## config.mk

```make
export PLATFORM = sky130hd
export DESIGN_NAME = owr_rom_responder
export DESIGN_NICKNAME = d
export VERILOG_FILES = /design/src/rtl/owr_pkg.sv /design/src/rtl/owr_id_rom.sv /design/src/rtl/owr_cmd_rx.sv /design/src/rtl/owr_bit_idx.sv /design/src/rtl/owr_rom_responder.sv
export SDC_FILE = /design/constraint.sdc
export NUM_CORES = 1
export LEC_CHECK = 0
export BUFFER_PORTS_ARGS = -buffer_cell sky130_fd_sc_hd__buf_2
export CAP_MARGIN = 25
export CORE_MARGIN = 2
export CORE_UTILIZATION = 55
export DETAILED_ROUTE_END_ITERATION = 8
export HOLD_SLACK_MARGIN = 0.03
export PLACE_DENSITY = 0.74
export SKIP_CTS_REPAIR_TIMING = 1
export SYNTH_ARGS = -nofsm -noshare
export SYNTH_HDL_FRONTEND = slang
export SYNTH_HIERARCHICAL = 1
export SYNTH_SLANG_ARGS = --single-unit
```

## constraint.sdc

```tcl
create_clock -name clk -period 2.6 [get_ports clk]
set_input_delay 0.52 -clock clk [delete_from_list [all_inputs] [get_ports clk]]
set_output_delay 0.52 -clock clk [all_outputs]
set_load 0.01 [all_outputs]
```

## src/rtl/owr_pkg.sv

```systemverilog
package owr_pkg;

    localparam int CMD_W  = 8;
    localparam int BODY_W = 56;
    localparam int CRC_W  = 8;
    localparam int ID_W   = BODY_W + CRC_W;

    localparam logic [CMD_W-1:0] OP_READ   = 8'h33;
    localparam logic [CMD_W-1:0] OP_MATCH  = 8'h55;
    localparam logic [CMD_W-1:0] OP_SKIP   = 8'hCC;
    localparam logic [CMD_W-1:0] OP_SEARCH = 8'hF0;
    localparam logic [CMD_W-1:0] OP_SRCHIRQ = 8'hEC;

    // Reflected form of x^8 + x^5 + x^4 + 1
    localparam logic [CRC_W-1:0] CRC_POLY_REFL = 8'h8C;

    typedef logic [ID_W-1:0] ident_t;

    typedef enum logic [2:0] {
        ST_CMD,
        ST_READ,
        ST_MATCH,
        ST_SRCH,
        ST_SEL,
        ST_PARK
    } rom_state_e;

    typedef enum logic [1:0] {
        PH_TRUE,
        PH_COMP,
        PH_CHOICE
    } srch_phase_e;

    function automatic logic [CRC_W-1:0] crc_step(input logic [CRC_W-1:0] c, input logic b);
        logic fb;
        logic [CRC_W-1:0] n;
        fb = c[0] ^ b;
        n  = c >> 1;
        if (fb) n = n ^ CRC_POLY_REFL;
        return n;
    endfunction

    function automatic logic [CRC_W-1:0] crc_of_body(input logic [BODY_W-1:0] body);
        logic [CRC_W-1:0] c;
        c = '0;
        for (int i = 0; i < BODY_W; i++) c = crc_step(c, body[i]);
        return c;
    endfunction

endpackage

```

## src/rtl/owr_id_rom.sv

```systemverilog
module owr_id_rom
    import owr_pkg::*;
#(
    parameter logic [7:0]  FAMILY = 8'h04,
    parameter logic [47:0] SERIAL = 48'h0
) (
    output ident_t id
);
    localparam logic [BODY_W-1:0] BODY = {SERIAL, FAMILY};
    localparam logic [CRC_W-1:0]  CRC  = crc_of_body(BODY);

    assign id = {CRC, BODY};
endmodule

```

## src/rtl/owr_cmd_rx.sv

```systemverilog
module owr_cmd_rx #(
    parameter int W = 8
) (
    input  logic         clk,
    input  logic         rst,
    input  logic         clr,
    input  logic         shift,
    input  logic         din,
    output logic [W-1:0] word_next,
    output logic         last
);
    localparam int CNT_W = $clog2(W);

    logic [W-1:0]     sreg;
    logic [CNT_W-1:0] cnt;

    // LSB-first: each new bit enters at the top and moves down
    assign word_next = {din, sreg[W-1:1]};
    assign last      = (cnt == CNT_W'(W - 1));

    always_ff @(posedge clk) begin
        if (rst || clr) begin
            sreg <= '0;
            cnt  <= '0;
        end else if (shift) begin
            sreg <= word_next;
            cnt  <= cnt + 1'b1;
        end
    end
endmodule

```

## src/rtl/owr_bit_idx.sv

```systemverilog
module owr_bit_idx #(
    parameter int N = 64
) (
    input  logic                 clk,
    input  logic                 rst,
    input  logic                 clr,
    input  logic                 inc,
    output logic [$clog2(N)-1:0] idx,
    output logic                 at_last
);
    localparam int IW = $clog2(N);

    assign at_last = (idx == IW'(N - 1));

    always_ff @(posedge clk) begin
        if (rst || clr)          idx <= '0;
        else if (inc && !at_last) idx <= idx + 1'b1;
    end
endmodule

```

## src/rtl/owr_rom_responder.sv

```systemverilog
module owr_rom_responder
    import owr_pkg::*;
#(
    parameter logic [7:0]  FAMILY = 8'h04,
    parameter logic [47:0] SERIAL = 48'h5C3A_9E17_B460
) (
    input  logic clk,
    input  logic rst,
    input  logic bus_reset,
    input  logic slot_done,
    input  logic slot_val,
    input  logic irq_pending,
    output logic tx_en,
    output logic tx_bit,
    output logic selected
);
    localparam int IW = $clog2(ID_W);

    rom_state_e  state, state_n;
    srch_phase_e phase, phase_n;

    ident_t          id;
    logic [CMD_W-1:0] cmd_word;
    logic            cmd_last;
    logic [IW-1:0]   idx;
    logic            idx_last;
    logic            idx_inc;
    logic            my_bit;
    logic            cmd_shift;

    owr_id_rom #(.FAMILY(FAMILY), .SERIAL(SERIAL)) u_id (
        .id (id)
    );

    assign cmd_shift = (state == ST_CMD) && slot_done && !bus_reset;

    owr_cmd_rx #(.W(CMD_W)) u_cmd (
        .clk       (clk),
        .rst       (rst),
        .clr       (bus_reset),
        .shift     (cmd_shift),
        .din       (slot_val),
        .word_next (cmd_word),
        .last      (cmd_last)
    );

    owr_bit_idx #(.N(ID_W)) u_idx (
        .clk     (clk),
        .rst     (rst),
        .clr     (bus_reset),
        .inc     (idx_inc),
        .idx     (idx),
        .at_last (idx_last)
    );

    assign my_bit = id[idx];

    always_comb begin
        state_n = state;
        phase_n = phase;
        idx_inc = 1'b0;
        if (slot_done) begin
            unique case (state)
                ST_CMD: begin
                    if (cmd_last) begin
                        unique case (cmd_word)
                            OP_READ:    state_n = ST_READ;
                            OP_MATCH:   state_n = ST_MATCH;
                            OP_SKIP:    state_n = ST_SEL;
                            OP_SEARCH:  state_n = ST_SRCH;
                            OP_SRCHIRQ: state_n = irq_pending ? ST_SRCH : ST_PARK;
                            default:    state_n = ST_PARK;
                        endcase
                        phase_n = PH_TRUE;
                    end
                end
                ST_READ: begin
                    if (idx_last) state_n = ST_SEL;
                    else          idx_inc = 1'b1;
                end
                ST_MATCH: begin
                    if (slot_val != my_bit) state_n = ST_PARK;
                    else if (idx_last)      state_n = ST_SEL;
                    else                    idx_inc = 1'b1;
                end
                ST_SRCH: begin
                    unique case (phase)
                        PH_TRUE: phase_n = PH_COMP;
                        PH_COMP: phase_n = PH_CHOICE;
                        default: begin
                            phase_n = PH_TRUE;
                            if (slot_val != my_bit) state_n = ST_PARK;
                            else if (idx_last)      state_n = ST_SEL;
                            else                    idx_inc = 1'b1;
                        end
                    endcase
                end
                default: ;
            endcase
        end
        if (bus_reset) begin
            state_n = ST_CMD;
            phase_n = PH_TRUE;
            idx_inc = 1'b0;
        end
    end

    always_ff @(posedge clk) begin
        if (rst) begin
            state <= ST_CMD;
            phase <= PH_TRUE;
        end else begin
            state <= state_n;
            phase <= phase_n;
        end
    end

    always_comb begin
        tx_en  = (state == ST_READ) || ((state == ST_SRCH) && (phase != PH_CHOICE));
        tx_bit = 1'b1;
        if (tx_en) tx_bit = ((state == ST_SRCH) && (phase == PH_COMP)) ? ~my_bit : my_bit;
    end

    assign selected = (state == ST_SEL);
endmodule

```

==> flow_metrics.tcl <==
set metrics [dict create \
    yosys.area.top_type "buf_4" \
    coreArea_mm2 0.004058 \
    fin_cells 368 \
    dpl_worst_slack_ns -0.1362 \
    violations "negative setup slack" \
    initialDrtViolationCount 102 \
    cts.clk_slew.worst_paths_ns 0.07 \
    synth_cells 291 \
    tightest_slew_ns 0.5011 \
    r2r-start "u_idx/idx[1]" \
    path_max_fanout 4 \
    detail_route.vias_per_cell 5.011 \
    drive_gt1_share_pct 17.61 \
    synth_edf_count 0 \
    fmaxAchievable_ghz 0.3733 \
    synthesis.area_mm2 0.002355 \
    hold_start "u_cmd/cnt[1]" \
    initial_utilization_pct 58.03 \
    vias 1844 \
    die_y_um 69.43 \
    die-area_mm2 0.004821 \
    grt_pass1_vias 1673 \
    hpwlAfterDp_mm 3.106 \
    status "finished with violations" \
    ys_seq_elements 21 \
    cts_max_level 1 \
    cap_violations 0 \
    nFillCells 383 \
    antenna_cells 0 \
    power.density_cell_area_mw_per_mm2 251.1 \
    total_leakage_power_nw 0.9479 \
    final_nets 328 \
    worstPathCellList "mux4_2 -> o211ai_1 -> nand4_1 -> nor2_1 -> a21oi_2 -> buf_4 -> a211oi_2 -> a21oi_1 -> buf_2" \
    antenna_found_initial 0 \
    synth-warning-count 6 \
    dr.pass1.iters 4 \
    synth.distinct_cells 56 \
    synth.avg_cell_area_um2 8.092 \
    cts_inserted_buffers 3 \
    slew_headroom_pct 66.60 \
    total_power_mw 0.6127 \
    yosysSeqAreaShare_pct 17.85 \
    drc 0 \
    clk-insertion-delay-late_ns 0.26 \
    ys.flop_type "dfxtp_1" \
    hold_depth 2 \
    grt_overflow 0 \
    cts_tree "done" \
    grt_max_degree 22 \
    ir_drop_uv 262.6 \
    path_class "flop to primary output" \
    syn_to_final_growth_pct 3.613 \
    hold_class "flop to flop" \
    async_flop_share_pct 0 \
    yosysMostFrequentCell "buf_4" \
    wl_per_cell_um 11.21 \
    clockBufferDepth 2 \
    cts.sink_count 21 \
    crit_start "u_idx/idx[1]" \
    grt_pass1_wl_mm 7.086 \
    grt_setup_unrepaired "true" \
    root_buffer "clkbuf_8" \
    io_pins 9 \
    io_buffers 8 \
    fin_skew_ns 0.009064 \
    yosys-top-cells-count "buf_4 (68), mux2i_1 (43), dfxtp_1 (21)" \
    slowest_delay_ns 0.49 \
    rows 23 \
    chipWidth_um 69.43 \
    synth_top_area_share_pct 21.68 \
    setup_viol 1 \
    crit_slowest_cell "mux4_2" \
    cp.depth 9 \
    ant_nets 0 \
    path_delay_family "multiplexers" \
    tns_ns -0.07883 \
    worst_ep_required_time_ns 2.08 \
    slew_violations 0 \
    place.gp.congestion 0.8241 \
    worst-path-buf-inv 2 \
    grt_usage_pct 17.16 \
    crit_path_start_kind "flop" \
    cp.arrival_ns 2.16 \
    finalHoldViolCount 0 \
    finalCritPeriodShare_pct 103.0 \
    dp_cells 361 \
    end_kind "primary output" \
    synth.top_cells.by_area "buf_4 (22%), mux2i_1 (18%), dfxtp_1 (18%)" \
    drt_wl_total_mm 4.126 \
    fin_crit_ns 2.679 \
    utilization_pct 60.13 \
    reg2reg_depth 10 \
    layout_setup_ws_ns -0.07883 \
]
worst reg2reg max path, stage by stage (launching register included):
cell and delay (ns):
dfxtp_4 0.38, mux4_2 0.49, o211ai_1 0.19, nand4_1 0.13
nor2_1 0.15, a21oi_2 0.06, xnor2_1 0.21, o211a_1 0.19
nand4_1 0.16, buf_4 0.17, a2111oi_1 0.36
worst paths after layout:
kind / slack (ns) / end
worst max-delay path: -0.08 / tx_bit
worst min-delay path: 0.52 / u_cmd/cnt[1]
worst max register to register: 0 / u_idx/idx[3]
worst min register to register: 0.52 / u_cmd/cnt[1]
layer usage:
layer	vias to the layer above	part of all wire [%]	global-route usage, %
met2	30	48	30.34
met5	-	0	0
met1	846	48	22.05
met3	2	3.9	3.634
li1	966	-	-
met4	0	0.27	1.961
power breakdown:
part	internal, mW	switching (mW)	leakage, nW
sequential	0.319	0.000860	0.172
clock	0.109	0.104	0.0228
combinational	0.0329	0.0459	0.753
cell usage in the layout (no fill, tap or decap), types with 3 or more instances in the layout:
cell,netlist,routed
buf_4,68,25
nor4_1,4,3
a22oi_1,4,4
clkbuf_8,0,3
nand2b_1,5,5
buf_2,1,8
dfxtp_4,0,3
or3_1,3,3
ha_1,3,3
a21oi_1,8,7
a31oi_1,8,7
nor3_1,10,10
nor2_1,18,18
nor2b_1,5,5
nand2_1,17,17
conb_1,2,64
nand4_1,5,5
inv_1,10,9
nand3_1,11,11
mux2i_1,43,43
xor2_1,3,3
dfxtp_1,21,18
cells by family (layout without fill, tap and decap cells):
group                    after synthesis  in the layout  share of synthesized area, %
buffers and inverters                 85             50                         26.09
AND/OR/NAND/NOR                       91             91                         20.51
adder cells (fa/ha/maj)                3              3                         1.594
XOR/XNOR                               5              5                         1.860
AO/OA/AOI/OAI                         40             40                         12.38
flip-flops                            21             21                         17.85
other                                  2             64                        0.3189
multiplexers                          44             44                         19.39
area by class of cell:
| class | count | area, µm² | share of cell area (%) |
|---|---|---|---|
| Inverter | 10 | 37.54 | 1.538 |
| Clock buffer | 4 | 45.04 | 1.846 |
| Multi-Input combinational cell | 247 | 1579 | 64.72 |
| Timing Repair Buffer | 36 | 284.0 | 11.64 |
| Tap cell | 50 | 62.56 | 2.564 |
| Sequential cell | 21 | 431.7 | 17.69 |
flip-flops by register name, indices dropped and copies added, names as in the netlist:
signal,cells
phase,2
state,3
u_idx/idx,6
u_cmd/sreg,7
u_cmd/cnt,3
stage by stage:
step / cell area [µm²] / hold WS (ns)
final: 2440 / 0.5172
after detailed placement: 2321 / 0.5059
after global placement: 2321 / 0.4798
after floorplan: 2589 / 0.4646
after global routing: 2440 / 0.5513
after CTS: 2366 / 0.5273
Power figures use the tool's default switching activity.
